<file path="config.mk">
export PLATFORM = sky130hd
export DESIGN_NAME = pcdma_cycle_seq
export DESIGN_NICKNAME = d
export VERILOG_FILES = /design/src/rtl/pcdma_pkg.sv /design/src/rtl/pcdma_decode.sv /design/src/rtl/pcdma_lanes.sv /design/src/rtl/pcdma_cycle_seq.sv
export SDC_FILE = /design/constraint.sdc
export NUM_CORES = 1
export LEC_CHECK = 0
export ABC_AREA = 1
export BUFFER_PORTS_ARGS = -buffer_cell sky130_fd_sc_hd__buf_4
export CORE_UTILIZATION = 35
export DETAILED_ROUTE_END_ITERATION = 10
export PLACE_DENSITY_LB_ADDON = 0.05
export SETUP_SLACK_MARGIN = 0.3
export SYNTH_ARGS = -nofsm -noshare
export SYNTH_HDL_FRONTEND = slang
export SYNTH_SLANG_ARGS = --single-unit
</file>
<file path="constraint.sdc">
create_clock -name clk -period 2.4 [get_ports clk]
set_clock_uncertainty 0.05 [all_clocks]
set_input_delay 0.72 -clock clk [delete_from_list [all_inputs] [get_ports clk]]
set_output_delay 0.72 -clock clk [all_outputs]
set_load 0.02 [all_outputs]
</file>
<file path="src/rtl/pcdma_pkg.sv">
package pcdma_pkg;
  typedef enum logic [1:0] {
    K_IORD  = 2'b00,
    K_IOWR  = 2'b01,
    K_MEMRD = 2'b10,
    K_MEMWR = 2'b11
  } kind_e;

  typedef enum logic [1:0] {
    PH_IDLE   = 2'd0,
    PH_FIRST  = 2'd1,
    PH_SECOND = 2'd2
  } phase_e;

  typedef struct packed {
    logic to_mem;
    logic verify;
    logic tc;
    logic wide;
  } xfer_ctl_t;

  localparam logic [7:0] IO_NORMAL_BASE = 8'h00;
  localparam logic [7:0] IO_VERIFY_BASE = 8'hC0;
  localparam logic [7:0] IO_TC_OFFSET   = 8'h04;
endpackage

</file>
<file path="src/rtl/pcdma_decode.sv">
module pcdma_decode #(
  parameter int AW  = 32,
  parameter int NBE = 4,
  localparam int LW = $clog2(NBE)
) (
  input  logic           verify,
  input  logic           tc,
  input  logic           wide,
  input  logic [AW-1:0]  maddr,
  output logic [AW-1:0]  io_addr,
  output logic [NBE-1:0] io_be_n,
  output logic [AW-1:0]  mem_addr,
  output logic [NBE-1:0] mem_be_n,
  output logic [LW-1:0]  lane
);
  import pcdma_pkg::*;

  logic [NBE-1:0] width_mask;

  always_comb begin
    width_mask = wide ? NBE'(3) : NBE'(1);
    lane       = wide ? {maddr[LW-1:1], 1'b0} : maddr[LW-1:0];
    io_addr    = AW'(verify ? IO_VERIFY_BASE : IO_NORMAL_BASE)
               | AW'(tc ? IO_TC_OFFSET : 8'h00);
    io_be_n    = ~width_mask;
    mem_addr   = {maddr[AW-1:LW], LW'(0)};
    mem_be_n   = ~(width_mask << lane);
  end
endmodule

</file>
<file path="src/rtl/pcdma_lanes.sv">
module pcdma_lanes #(
  parameter int DW = 32,
  localparam int LW = $clog2(DW/8)
) (
  input  logic          wide,
  input  logic [LW-1:0] lane,
  input  logic [DW-1:0] src,
  output logic [DW-1:0] placed,
  output logic [DW-1:0] picked
);
  logic [LW+2:0] shamt;
  logic [DW-1:0] item;
  logic [DW-1:0] mask;

  always_comb begin
    shamt  = {lane, 3'b000};
    mask   = wide ? DW'(16'hFFFF) : DW'(8'hFF);
    item   = src & mask;
    placed = item << shamt;
    picked = (src >> shamt) & mask;
  end
endmodule

</file>
<file path="src/rtl/pcdma_cycle_seq.sv">
module pcdma_cycle_seq #(
  parameter int AW         = 32,
  parameter int DW         = 32,
  parameter int CW         = 3,
  parameter int CASCADE_CH = 4,
  localparam int NBE = DW/8,
  localparam int LW  = $clog2(NBE)
) (
  input  logic           clk,
  input  logic           rst,
  input  logic           req_valid,
  input  logic [CW-1:0]  req_chan,
  input  logic           req_to_mem,
  input  logic           req_verify,
  input  logic           req_tc,
  input  logic [AW-1:0]  req_maddr,
  input  logic           gnt,
  output logic           busy,
  output logic           done,
  output logic           err,
  output logic           bus_req,
  output logic [1:0]     bus_kind,
  output logic [AW-1:0]  bus_addr,
  output logic [NBE-1:0] bus_be_n,
  output logic [DW-1:0]  bus_wdata,
  input  logic           bus_ack,
  input  logic [DW-1:0]  bus_rdata
);
  import pcdma_pkg::*;

  phase_e    phase;
  xfer_ctl_t ctl;
  logic [AW-1:0]  maddr_q;
  logic [DW-1:0]  data_q;
  kind_e          kind_q;
  kind_e          next_kind;
  logic           next_is_io;
  logic           may_issue;
  logic           req_cascade;

  logic [AW-1:0]  io_addr, mem_addr;
  logic [NBE-1:0] io_be_n, mem_be_n;
  logic [LW-1:0]  lane;
  logic [DW-1:0]  placed, picked;

  pcdma_decode #(.AW(AW), .NBE(NBE)) u_decode (
    .verify  (ctl.verify),
    .tc      (ctl.tc),
    .wide    (ctl.wide),
    .maddr   (maddr_q),
    .io_addr (io_addr),
    .io_be_n (io_be_n),
    .mem_addr(mem_addr),
    .mem_be_n(mem_be_n),
    .lane    (lane)
  );

  pcdma_lanes #(.DW(DW)) u_lanes (
    .wide  (ctl.wide),
    .lane  (lane),
    .src   (data_q),
    .placed(placed),
    .picked(picked)
  );

  always_comb begin
    req_cascade = (req_chan == CW'(CASCADE_CH));
    if (phase == PH_SECOND) next_kind = ctl.to_mem ? K_MEMWR : K_IOWR;
    else                    next_kind = ctl.to_mem ? K_IORD  : K_MEMRD;
    next_is_io = ~next_kind[1];
    may_issue  = ~next_is_io | gnt;
  end

  assign bus_kind = kind_q;

  always_ff @(posedge clk) begin
    if (rst) begin
      phase     <= PH_IDLE;
      ctl       <= '0;
      maddr_q   <= '0;
      data_q    <= '0;
      busy      <= 1'b0;
      done      <= 1'b0;
      err       <= 1'b0;
      bus_req   <= 1'b0;
      kind_q    <= K_IORD;
      bus_addr  <= '0;
      bus_be_n  <= '1;
      bus_wdata <= '0;
    end else begin
      done <= 1'b0;
      err  <= 1'b0;
      case (phase)
        PH_IDLE: begin
          if (req_valid) begin
            if (req_cascade) begin
              err <= 1'b1;
            end else begin
              phase      <= PH_FIRST;
              busy       <= 1'b1;
              ctl.to_mem <= req_to_mem;
              ctl.verify <= req_verify;
              ctl.tc     <= req_tc;
              ctl.wide   <= (req_chan > CW'(CASCADE_CH));
              maddr_q    <= req_maddr;
            end
          end
        end
        PH_FIRST, PH_SECOND: begin
          if (!bus_req) begin
            if (may_issue) begin
              bus_req   <= 1'b1;
              kind_q    <= next_kind;
              bus_addr  <= next_is_io ? io_addr : mem_addr;
              bus_be_n  <= next_is_io ? io_be_n : mem_be_n;
              if (phase == PH_FIRST) bus_wdata <= '0;
              else                   bus_wdata <= next_is_io ? picked : placed;
            end
          end else if (bus_ack) begin
            bus_req <= 1'b0;
            if (phase == PH_FIRST) begin
              data_q <= bus_rdata;
              phase  <= PH_SECOND;
            end else begin
              phase <= PH_IDLE;
              busy  <= 1'b0;
              done  <= 1'b1;
            end
          end
        end
        default: phase <= PH_IDLE;
      endcase
    end
  end
endmodule

</file>
* Word level (Yosys, flattened, before mapping)
Cells that the tools add are included.
** Word-level totals
- Flip-flop bits (word level) :: 144
- Input port bits :: 75
- Output and inout port bits :: 74
** Operators by class
- Magnitude comparators :: 1
- Reduce and logical (&&, ||, !) cells :: 10
- Bitwise operators :: 12
- Eq/ne operators :: 8
- Multiplexer cells :: 29
- Shift-type cells :: 3
** Operators by type and width (number)
- $mux 32 :: 3
- $and 32x32->32 :: 2
- $or 32x32->32 :: 1
- $shl 32x5->32 :: 1
- $shr 32x5->32 :: 1
- $mux 2 :: 9
- $mux 16 :: 1
- $mux 1 :: 11
- $ne 2x2->1 const B :: 5
- $mux 8 :: 1
- $not 4->4 :: 2
- $reduce_and 4->1 :: 2
- $not 1->1 :: 6
- $reduce_and 3->1 :: 2
- $reduce_and 6->1 :: 1
- $mux 4 :: 1
- $pmux 2 s2 :: 1
- $reduce_or 4->1 :: 1
- $shl 2x2->4 :: 1
- $eq 3x3->1 const B :: 1
- $gt 3x3->1 const B :: 1
- $mux 3 :: 1
- $reduce_or 3->1 :: 1
- $eq 2x1->1 const B :: 1
- other kinds (6) :: 6

* Logic depth before layout (Yosys ltp)
- Depth after elaboration :: 5
- Depth in mapped cells :: 11
- Depth with buffers taken out :: 10

* Modules after synthesis
From an unflattened synthesis, not the netlist that was laid out.
** Unflattened totals
- Cells, all modules :: 1150
- Area total of the unflattened synthesis :: 7741.2 um^2
** By module, submodules not included
- pcdma_cycle_seq :: instances 1, cells each 875, area an instance 6085.8 um^2, seq. area each 2882.8 um^2
- pcdma_lanes :: instances 1, cells each 197, area an instance 1102.3 um^2, seq. area each 0.0 um^2
- pcdma_decode :: instances 1, cells each 78, area an instance 553.0 um^2, seq. area each 0.0 um^2

* Worst setup path before layout
OpenSTA, ideal clock, no wires.
- Path kind :: input to register
- Start :: input port req_chan[0]
- End :: register maddr_q[10]
- Arrival time :: 1572 ps
- Stages on the path :: 7
- Buffers on the path :: 2
- Slack :: 713 ps
- Data required time :: 2286 ps
- Path through :: nor2_2 > nand2_1 > nand3_1 > clkbuf_2 > clkbuf_1 > o21ai_0 > nor2_1
** Between the ends
- Cells in the longest elaborated chain, start to end :: 3
** Ends and longest elaborated chain
- start: declaration :: RTL line pcdma_cycle_seq.sv:12 : input logic [CW-1:0] req_chan,
- $eq 3x3->1 :: RTL line pcdma_cycle_seq.sv:67 : req_cascade = (req_chan == CW'(CASCADE_CH));
- $not 1->1 (no source line)
- $reduce_and 3->1 (no source line)
- end signal: assignment :: RTL line pcdma_cycle_seq.sv:105 : maddr_q <= req_maddr;
- end: declaration :: RTL line pcdma_cycle_seq.sv:33 : logic [AW-1:0] maddr_q;
Every way passes these cells.
A chain may end at the register's enable or synchronous reset.

* Worst setup path in the final report
- Start :: register phase[1]
- End :: register data_q[1]
** Between the ends
- Cells in the longest elaborated chain, start to end :: 3
- Elaborated cells between the ends (all ways) :: 4
** Ends and longest elaborated chain
- start: declaration :: RTL line pcdma_cycle_seq.sv:31 : phase_e phase;
- start signal: assignment :: RTL line pcdma_cycle_seq.sv:78 : phase <= PH_IDLE;
- start signal: assignment :: RTL line pcdma_cycle_seq.sv:99 : phase <= PH_FIRST;
- start signal: assignment :: RTL line pcdma_cycle_seq.sv:123 : phase <= PH_SECOND;
- $eq 2x2->1 or $eq 2x1->1 (tied branches) :: RTL line pcdma_cycle_seq.sv:93, pcdma_cycle_seq.sv:121
- $reduce_or 2->1 :: RTL line pcdma_cycle_seq.sv:93 : case (phase)
- $reduce_and 4->1 (no source line) (*)
- end signal: assignment :: RTL line pcdma_cycle_seq.sv:122 : data_q <= bus_rdata;
- end: declaration :: RTL line pcdma_cycle_seq.sv:34 : logic [DW-1:0] data_q;
Every way passes the cells marked *; elsewhere a longest branch is shown, timed or not.

==> metrics <==
r2r setup slk=0.43 ns; layout cells sized above 1=a little under a quarter; Power Density=1190 nW/um^2; Die X=between 100 and 150 um; CP endpoint kind=flip-flop; largest net degree at the start of global routing=68; top post-synthesis cells by count=nand2_1 (193), dfxtp_1 (142), a21oi_1 (100); family with the most delay on the worst path=buffers and inverters; Reg clk slew, reported paths=0.06 ns; PortBufs=about 150; DRC viols=0; worst slew pin tran=between 0.7 and 0.8 ns; Synth Register Bits=between 100 and 150; Hold-fix buffers, CTS=0; CP max stage cell=nand3_2; first-pass GRT wire length=between 20000 and 30000 um; GR Overflow Total=0; clk sink count=142; Final setup viols=0; max-cap violation count=0; Clk Latency, worst-skew pair=around 0.42 ns; # rows=47; post-synth top area share=between 40 and 50%; Die Ht=between 100 and 150 um; CTS tree=done; CTS H-tree lvls=4; dpl cell area=between 7000 and 8000 um^2; DR WL/cell=15.4 um; worst path bufs/invs=2; Hold Path Class=flip-flop to flip-flop; CP max FO=26; critical path type=flip-flop to flip-flop; Post-Syn Instances=between 800 and 900; FFs w/ async S/R, synth=0%; Ports=149; initial antenna violation count=0; setup_tns=0 ns; DR pass1 iterations=5; CTS root buf=clkbuf_16; Worst EP required=between 2 and 3 ns; Avg Cell Area, Syn=a little over 7 um^2; Worst Path Arrival=~2.2 ns; Hold Violations, Final=0; total die area=about 17000 um^2; Tmin final=1.97 ns; LEAKAGE=~3.4 nW; yosys warns=0; main flop type after synthesis=dfxtp_1; total power=between 9 and 10 mW; vias in the first global route=~5400; Yosys top cell by area=dfxtp_1; most common cell in the netlist=nand2_1; clk buf depth=2; Max transition margin=about half; Diodes inserted=0; Hold Slack=0.413 ns; EDFF count, synth=0; Vias=5773; max incr delay on CP=0.45 ns; Starting Density=a little over a third; Total GRT Usage=between 20% and 30%; layout net count=roughly 1000; cell area after layout=7990 um^2; synth-to-layout area growth=35.2%; vias per inst=about 5; WL final=18300 um; outcome=completed; register area share after synthesis=between 40% and 50%; total core area=16500 um^2; CTS Buf Count=17; fmax=508 MHz; VDD IR max=about 0.6 mV; Yosys cell types=29; Mapped Area=around 6000 um^2; DP Wirelength=around 13000 um; Final GP Congestion=about 0.88; Synth area leaders=dfxtp_1 (48%), nand2_1 (12%), a21oi_1 (8.5%); RSZ-0062 raised after global routing=true; critical path startpoint category=flip-flop; crit-path cells=inv_1 -> ha_1 -> nand3_2 -> buf_12 -> o21ai_0 -> a21oi_1; Post-DRT Antenna Nets=0; Slew Limit Fails=0; crit share post-route=about four fifths; Starting DRT DRC Count=294
==> report_power, final <==
part	internal (mW)	switching (mW)	total (mW)
Clock	1.72	1.01	2.72
Combinational	1.41	2.38	3.80
Sequential	2.75	0.239	2.99
Total	5.88	3.63	9.51
==> metrics by stage <==
| step | util (%) | instances | setup WS (ns) |
|---|---|---|---|
| after global placement | 43.4 | 1138 | 0.0570 |
| after floorplan | - | 813 | 0.713 |
| final | 48.3 | 1183 | 0.433 |
| after global routing | 48.3 | 1183 | 0.242 |
| after CTS | 47.5 | 1176 | 0.337 |
| after detailed placement | 43.4 | 1138 | 0.00219 |
==> repair_timing <==
item | CTS | global route
buffers inserted | 5 | 5
hold endpoints to repair | 0 | 0
gates resized for setup | 5 | 6
setup endpoints to repair | 46 | 69
pin swaps | 2 | 3
cloned | 1 | 2
==> state kept, by name (all words and copies together), names as in the netlist, 2 cells and up <==
signal	flops
bus_addr	30
bus_be_n	4
bus_kind	2
bus_wdata	32
ctl	4
data_q	32
maddr_q	32
phase	2
==> layout by cell type (no fill, tap or decap), types with 5 or more instances in the layout <==
cell / instances
o21ai_1: 9
clkbuf_16: 19
o21ai_0: 80
nand3_1: 76
nor2_1: 69
buf_12: 5
nand2_1: 193
buf_4: 167
inv_2: 5
inv_1: 42
a21oi_1: 100
dfxtp_1: 142
o31ai_1: 9
==> path summary, 6_finish.rpt <==
path,start,end,depth (start not counted)
setup / recovery,phase[1]$_SDFFE_PP0P_,data_q[1]$_SDFFE_PP0P_,6
hold / removal,data_q[22]$_SDFFE_PP0P_,data_q[22]$_SDFFE_PP0P_,2
setup reg to reg,phase[1]$_SDFFE_PP0P_,data_q[1]$_SDFFE_PP0P_,6
hold reg to reg,data_q[22]$_SDFFE_PP0P_,data_q[22]$_SDFFE_PP0P_,2
==> cell type report <==
cell class                      instances  area (um^2)
Tap cell                              220          275
Multi-Input combinational cell        564         2640
Inverter                               49          191
Clock buffer                           22          474
Fill cell                            1704         8540
Clock inverter                         10          135
Timing Repair Buffer                  176         1430
Sequential cell                       142         2840
==> cell families (layout without fill, tap and decap cells) <==
group           after synthesis  count (layout)  share of synthesized area, %
buf+inv                     108             257                          7.86
simple gates                349             349                          24.5
compound gates              207             208                          18.4
other cells                   1               2                        0.0635
fa+ha+maj                     5               5                          1.06
flops                       142             142                          48.1
==> worst min-delay path, delay by kind of cell, from the launching register on <==
family                 cells  cell delay, ns
AOI/OAI and AO/OA          1            0.06
buffers and inverters      1            0.06
DFF                        1            0.29
==> metal layers <==
metal	GRT usage, %	vias up	share of wire, %
met3	5.57	14	5.8
met1	27.8	2660	47
met2	33.8	161	47
met4	6.27	0	1.1
met5	0	-	0
li1	-	2938	-
Note: power is estimated with default switching activity, not from simulation.
